**config.mk**
```make
export PLATFORM = sky130hd
export DESIGN_NAME = tmr_buf_status
export DESIGN_NICKNAME = d
export VERILOG_FILES = /design/src/rtl/tmr_stat_pkg.sv /design/src/rtl/tmr_buf_slot.sv /design/src/rtl/tmr_run_flag.sv /design/src/rtl/tmr_buf_status.sv
export SDC_FILE = /design/constraint.sdc
export NUM_CORES = 1
export LEC_CHECK = 0
export CAP_MARGIN = 20
export CELL_PAD_IN_SITES_DETAIL_PLACEMENT = 1
export CELL_PAD_IN_SITES_GLOBAL_PLACEMENT = 2
export CORE_UTILIZATION = 29
export DETAILED_ROUTE_END_ITERATION = 7
export PLACE_DENSITY_LB_ADDON = 0.15
export SKIP_CTS_REPAIR_TIMING = 1
export SYNTH_ARGS = -nofsm -noshare
export SYNTH_HDL_FRONTEND = slang
export SYNTH_SLANG_ARGS = --single-unit
```
**constraint.sdc**
```tcl
create_clock -name clk -period 2.2 [get_ports clk]
set_clock_uncertainty 0.15 [all_clocks]
set_input_delay 0.44 -clock clk [delete_from_list [all_inputs] [get_ports clk]]
set_output_delay 0.44 -clock clk [all_outputs]
set_load 0.03 [all_outputs]
```
**src/rtl/tmr_stat_pkg.sv**
```systemverilog
package tmr_stat_pkg;
    localparam int STAT_W     = 8;
    localparam int STOP_BIT   = 0;
    localparam int CLIENT_BIT = 1;
    localparam int PER_BIT    = 3;
    localparam int CC_BIT0    = 4;
    localparam int MAX_CH     = STAT_W - CC_BIT0 - 2;
endpackage

```
**src/rtl/tmr_buf_slot.sv**
```systemverilog
module tmr_buf_slot #(
    parameter int W = 16
) (
    input  logic         clk,
    input  logic         rst_n,
    input  logic         cap_mode,
    input  logic         bus_wr,
    input  logic [W-1:0] bus_wdata,
    input  logic         cap_evt,
    input  logic [W-1:0] cap_data,
    input  logic         act_rd,
    input  logic         clr_req,
    input  logic         lock_upd,
    input  logic         update,
    output logic [W-1:0] act_o,
    output logic         vld_o,
    output logic         xfer_o
);
    typedef struct packed {
        logic [W-1:0] shadow;
        logic [W-1:0] act;
        logic         vld;
        logic         xfer;
    } slot_t;

    slot_t st_d, st_q;

    always_comb begin
        st_d      = st_q;
        st_d.xfer = 1'b0;
        if (cap_mode) begin
            if (act_rd && st_q.vld) begin
                st_d.act  = st_q.shadow;
                st_d.vld  = 1'b0;
                st_d.xfer = 1'b1;
            end
            if (cap_evt) begin
                st_d.shadow = cap_data;
                st_d.vld    = 1'b1;
            end
        end else begin
            if (update && !lock_upd && st_q.vld) begin
                st_d.act  = st_q.shadow;
                st_d.vld  = 1'b0;
                st_d.xfer = 1'b1;
            end
            if (clr_req && lock_upd) begin
                st_d.vld = 1'b0;
            end
            if (bus_wr) begin
                st_d.shadow = bus_wdata;
                st_d.vld    = 1'b1;
            end
        end
    end

    always_ff @(posedge clk or negedge rst_n) begin
        if (!rst_n) begin
            st_q <= '0;
        end else begin
            st_q <= st_d;
        end
    end

    assign act_o  = st_q.act;
    assign vld_o  = st_q.vld;
    assign xfer_o = st_q.xfer;

    AST_WR_SETS_VLD: assert property (@(posedge clk) disable iff (!rst_n)
        (bus_wr && !cap_mode) |=> vld_o);
    AST_XFER_COPIES: assert property (@(posedge clk) disable iff (!rst_n)
        (update && !lock_upd && vld_o && !cap_mode) |=> (xfer_o && act_o == $past(st_q.shadow)));
    AST_LOCK_KEEPS_ACT: assert property (@(posedge clk) disable iff (!rst_n)
        (lock_upd && !cap_mode) |=> $stable(act_o));
    AST_NO_CLR_UNLOCKED: assert property (@(posedge clk) disable iff (!rst_n)
        (!cap_mode && !lock_upd && !update) |=> (vld_o == ($past(vld_o) || $past(bus_wr))));
    AST_CAP_STORES: assert property (@(posedge clk) disable iff (!rst_n)
        (cap_mode && cap_evt) |=> (vld_o && st_q.shadow == $past(cap_data)));
    AST_RD_IDLE: assert property (@(posedge clk) disable iff (!rst_n)
        (cap_mode && act_rd && !vld_o) |=> $stable(act_o));
endmodule

```
**src/rtl/tmr_run_flag.sv**
```systemverilog
module tmr_run_flag (
    input  logic clk,
    input  logic rst_n,
    input  logic tc_enable,
    input  logic stop_cmd,
    input  logic retrig_cmd,
    input  logic oneshot,
    input  logic ovf_unf,
    input  logic is_client,
    input  logic host_32bit,
    output logic stop_o,
    output logic client_o
);
    typedef struct packed {
        logic stop;
        logic client;
        logic en_prev;
    } run_t;

    run_t rs_d, rs_q;
    logic set_stop;
    logic clr_stop;

    always_comb begin
        set_stop       = !tc_enable || stop_cmd || (ovf_unf && oneshot);
        clr_stop       = tc_enable && (!rs_q.en_prev || retrig_cmd);
        rs_d           = rs_q;
        rs_d.en_prev   = tc_enable;
        rs_d.client    = is_client && host_32bit;
        if (set_stop) begin
            rs_d.stop = 1'b1;
        end else if (clr_stop) begin
            rs_d.stop = 1'b0;
        end
    end

    always_ff @(posedge clk or negedge rst_n) begin
        if (!rst_n) begin
            rs_q <= '{stop: 1'b1, client: 1'b0, en_prev: 1'b0};
        end else begin
            rs_q <= rs_d;
        end
    end

    assign stop_o   = rs_q.stop;
    assign client_o = rs_q.client;

    AST_STOP_DISABLED: assert property (@(posedge clk) disable iff (!rst_n)
        (!tc_enable || stop_cmd) |=> stop_o);
    AST_STOP_ONESHOT: assert property (@(posedge clk) disable iff (!rst_n)
        (ovf_unf && oneshot) |=> stop_o);
    AST_STOP_RETRIG: assert property (@(posedge clk) disable iff (!rst_n)
        (tc_enable && retrig_cmd && !stop_cmd && !(ovf_unf && oneshot)) |=> !stop_o);
    AST_CLIENT_ODD: assert property (@(posedge clk) disable iff (!rst_n)
        !is_client |=> !client_o);
endmodule

```
**src/rtl/tmr_buf_status.sv**
```systemverilog
module tmr_buf_status #(
    parameter int W   = 16,
    parameter int NCH = 2
) (
    input  logic                    clk,
    input  logic                    rst_n,
    input  logic                    per_wr,
    input  logic [W-1:0]            per_wdata,
    input  logic [NCH-1:0]          cc_wr,
    input  logic [NCH-1:0][W-1:0]   cc_wdata,
    input  logic [NCH-1:0]          cc_cap_mode,
    input  logic [NCH-1:0]          cap_evt,
    input  logic [NCH-1:0][W-1:0]   cap_data,
    input  logic [NCH-1:0]          cc_rd,
    input  logic                    stat_wr,
    input  logic [7:0]              stat_wdata,
    input  logic                    lock_upd,
    input  logic                    update,
    input  logic                    tc_enable,
    input  logic                    stop_cmd,
    input  logic                    retrig_cmd,
    input  logic                    oneshot,
    input  logic                    ovf_unf,
    input  logic                    is_client,
    input  logic                    host_32bit,
    output logic [7:0]              status,
    output logic [W-1:0]            per_act,
    output logic [NCH-1:0][W-1:0]   cc_act,
    output logic                    xfer_per,
    output logic [NCH-1:0]          xfer_cc
);
    import tmr_stat_pkg::*;

    localparam int TOP_CC_BIT = CC_BIT0 + NCH - 1;

    logic           per_vld;
    logic [NCH-1:0] cc_vld;
    logic           stop_f;
    logic           client_f;
    logic           stat_wdata_unused;

    assign stat_wdata_unused = ^{stat_wdata[7:TOP_CC_BIT+1], stat_wdata[PER_BIT-1:0]};

    tmr_buf_slot #(.W(W)) u_per (
        .clk       (clk),
        .rst_n     (rst_n),
        .cap_mode  (1'b0),
        .bus_wr    (per_wr),
        .bus_wdata (per_wdata),
        .cap_evt   (1'b0),
        .cap_data  ('0),
        .act_rd    (1'b0),
        .clr_req   (stat_wr && stat_wdata[PER_BIT]),
        .lock_upd  (lock_upd),
        .update    (update),
        .act_o     (per_act),
        .vld_o     (per_vld),
        .xfer_o    (xfer_per)
    );

    for (genvar gi = 0; gi < NCH; gi++) begin : g_ch
        tmr_buf_slot #(.W(W)) u_cc (
            .clk       (clk),
            .rst_n     (rst_n),
            .cap_mode  (cc_cap_mode[gi]),
            .bus_wr    (cc_wr[gi]),
            .bus_wdata (cc_wdata[gi]),
            .cap_evt   (cap_evt[gi]),
            .cap_data  (cap_data[gi]),
            .act_rd    (cc_rd[gi]),
            .clr_req   (stat_wr && stat_wdata[CC_BIT0+gi]),
            .lock_upd  (lock_upd),
            .update    (update),
            .act_o     (cc_act[gi]),
            .vld_o     (cc_vld[gi]),
            .xfer_o    (xfer_cc[gi])
        );
    end

    tmr_run_flag u_run (
        .clk        (clk),
        .rst_n      (rst_n),
        .tc_enable  (tc_enable),
        .stop_cmd   (stop_cmd),
        .retrig_cmd (retrig_cmd),
        .oneshot    (oneshot),
        .ovf_unf    (ovf_unf),
        .is_client  (is_client),
        .host_32bit (host_32bit),
        .stop_o     (stop_f),
        .client_o   (client_f)
    );

    always_comb begin
        status                      = '0;
        status[STOP_BIT]            = stop_f;
        status[CLIENT_BIT]          = client_f;
        status[PER_BIT]             = per_vld;
        status[TOP_CC_BIT:CC_BIT0]  = cc_vld;
    end

    AST_LOCK_NO_XFER: assert property (@(posedge clk) disable iff (!rst_n)
        (lock_upd && !(|cc_cap_mode)) |=> (!xfer_per && xfer_cc == '0));
    AST_SET_WINS: assert property (@(posedge clk) disable iff (!rst_n)
        per_wr |=> status[PER_BIT]);
    AST_STAT_ONE_HOT_XFER: assert property (@(posedge clk) disable iff (!rst_n)
        xfer_per |-> !status[PER_BIT] || $past(per_wr));
endmodule

```
==> flow_metrics.env <==
export IMPL_status="finished clean"
export IMPL_irDropWorstVdd_mv=0.364
export IMPL_initialDrtViolationCount=76
export IMPL_clock_path_buffers=2
export IMPL_synth_avg_cell_area_sq_um=12.9
export IMPL_p_int_uw=4230
export IMPL_critPathMaxFanout=2
export IMPL_portBuffers=159
export IMPL_ctsHtreeMaxLevel=3
export IMPL_grt_max_degree=106
export IMPL_vias=2947
export IMPL_core_area_sq_um=15900
export IMPL_critPathLaunchType="register"
export IMPL_crit_path_max_incr_delay_ps=660
export IMPL_setup_violations_final=0
export IMPL_rsz0062_at_grt="no"
export IMPL_relSlewSlack_pct=62.1
export IMPL_chipWidth_um=130
export IMPL_pwr_share_seq_pct=41.1
export IMPL_ys_ff_latch=105
export IMPL_cts_buffers=9
export IMPL_fin_tns_setup_ps=0
export IMPL_power_frac_clock_pct=28.7
export IMPL_root_buffer="clkbuf_16"
export IMPL_cts_num_sinks=105
export IMPL_clk_pin_slew_worst_paths_ps=70
export IMPL_critPathBufInv=1
export IMPL_final_cell_mix="158 x clkdlybuf4s50_1, 104 x dfrtp_1, 46 x mux2_2"
export IMPL_grt_pass1_wl_mm=16.4
export IMPL_num_rows=46
export IMPL_fin_area_sq_um=6560
export IMPL_path_delay_family="buffers and inverters"
export IMPL_crit_type="reg2out"
export IMPL_hp_class="in2async"
export IMPL_dr_pass1_iters=4
export IMPL_ys_warn_count=0
export IMPL_gp_congestion=0.699
export IMPL_cts_tree="yes"
export IMPL_tightestPinTransition_ps=568
export IMPL_pwr_share_comb_pct=30.2
export IMPL_hpwl_mm=7.66
export IMPL_p_sw_uw=1780
export IMPL_drt_wl_total_mm=10.4
export IMPL_die_area_sq_um=16800
export IMPL_seq_area_frac_synth_pct=55.7
export IMPL_critPathRequiredTime_ps=1610
export IMPL_synthCells=366
export IMPL_nets=591
export IMPL_grt_pass1_vias=3153
export IMPL_synth_cell_types=25
export IMPL_max_freq_ghz=0.469
export IMPL_final_max_slew_violation_count=0
export IMPL_die_h_um=130
export IMPL_syn_area_sq_um=4720
export IMPL_insertion_delay_ps=350
export IMPL_area_growth_pct=38.8
export IMPL_p_leak_uw=0.00284
export IMPL_crit_arrival_ps=1540
export IMPL_num_antenna_cells=0
export IMPL_powerDensity_nw_per_um2=916
export IMPL_crit_chain="clkdlybuf4s50_1"
export IMPL_placed_area_sq_um=6230
export IMPL_sw_frac_of_total_pct=29.6
export IMPL_antenna_found_initial=0
export IMPL_max_cap_violations=0
export IMPL_boundaryPins=168
export IMPL_drc=0
export IMPL_routed_via_density=4.19
export IMPL_grt_usage_pct=13.0
export IMPL_overflow=0
export IMPL_min_period_ps=2130
export IMPL_endpoint_kind="output port"
export IMPL_hold_violations=0
export IMPL_fin_crit_sh_pct=96.8
export IMPL_wl_per_cell_um=14.7
export IMPL_drive_above_1_share_pct=19.1
export IMPL_cp_slowest_cell="clkdlybuf4s50_1"
export IMPL_final_common_cell="clkdlybuf4s50_1"
export IMPL_ant_nets=0
export IMPL_initial_core_util_pct=29.7
cells by family (layout without fill, tap and decap cells):
| group | Yosys count | after routing | share of synthesized area, % |
|---|---|---|---|
| simple gates | 43 | 43 | 4.24 |
| other cells | 1 | 3 | 0.0794 |
| compound gates | 41 | 41 | 5.27 |
| flops | 105 | 105 | 55.7 |
| mux | 98 | 98 | 23.2 |
| buf+inv | 78 | 197 | 11.6 |
layout make-up:
type	instances	area [sq um]
clock buffer	12	246
fill	1706	9330
multi-input combinational	185	1560
sequential	105	2630
clock inverter	4	76.3
timing repair buffer	176	1750
inverter	5	18.8
tap	216	270
synthesized netlist by cell type, drive strengths merged:
cell type	count	area, sq um
a21oi	4	20.0
a311oi	2	17.5
a31o	1	8.76
a31oi	2	42.5
and2	1	6.26
and4bb	2	25.0
buf	66	502
clkbuf	7	26.3
conb	1	3.75
dfrtp	104	2600
dfstp	1	26.3
inv	5	18.8
mux2	64	754
mux2i	34	340
nand2	33	124
nand2b	1	6.26
nand3	3	15.0
nand3b	2	15.0
nand4b	1	8.76
o21ai	32	160
power groups by stage:
| stage | registers, uW | logic, uW | clock network, uW |
|---|---|---|---|
| 2_1_floorplan | 2450 | 1360 | 0 |
| 3_3_place_gp | 2500 | 1820 | 0 |
| 3_5_place_dp | 2510 | 1840 | 0 |
| 4_1_cts | 2480 | 1850 | 1800 |
| 5_1_grt | 2520 | 1930 | 1860 |
| 6_report | 2470 | 1810 | 1720 |
stage by stage:
step           hold WS (ps)  util (%)  total power (uW)  worst slack (ps)  cells
2_1_floorplan         -5.59         -              3810               519    368
5_1_grt                65.6      41.3              6310              9.16    703
3_3_place_gp            308      39.2              4320             -60.5    687
4_1_cts                33.5      41.3              6130              22.4    703
6_report               20.5      41.3              6010              69.4    703
3_5_place_dp            313      39.2              4360             -79.9    687
flip-flops by register name, indices dropped and copies added (netlist names):
register          flops
u_run.rs_q            1
u_per.vld_o           1
g_ch.u_cc.act_o      32
u_run.stop_o          1
g_ch.u_cc.xfer_o      2
u_per.act_o          16
u_per.st_q           16
u_run.client_o        1
g_ch.u_cc.vld_o       2
u_per.xfer_o          1
g_ch.u_cc.st_q       32
path summary, 6_finish.rpt:
path	start	endpoint	slack, ps	depth (start not counted)
worst max-delay path	u_run.stop_o	status[0]	70	1
worst min-delay path	rst_n	u_per.act_o[14]	20	2
worst max register to register	g_ch[1].u_cc.vld_o	g_ch[1].u_cc.act_o[8]	530	4
worst min register to register	g_ch[0].u_cc.st_q[28]	g_ch[0].u_cc.st_q[28]	320	2
max in group asynchronous	rst_n	g_ch[1].u_cc.st_q[18]	1460	2
min in group clk	g_ch[0].u_cc.st_q[28]	g_ch[0].u_cc.st_q[28]	320	2
worst register-to-register path, cell delays in order, from the launching register on:
cell and delay (ps):
dfrtp_1 440, and4bb_1 260, a31oi_4 190, buf_4 220
mux2_4 310
layer usage:
metal  share of wire, %  up-vias  global-route usage, %
li1                   -     1420                      -
met1                 42     1421                   15.2
met2                 49       95                   21.7
met3                7.1       11                   4.67
met4                1.6        0                   5.13
met5                  0        -                      0
Note: power is estimated with default switching activity, not from simulation.
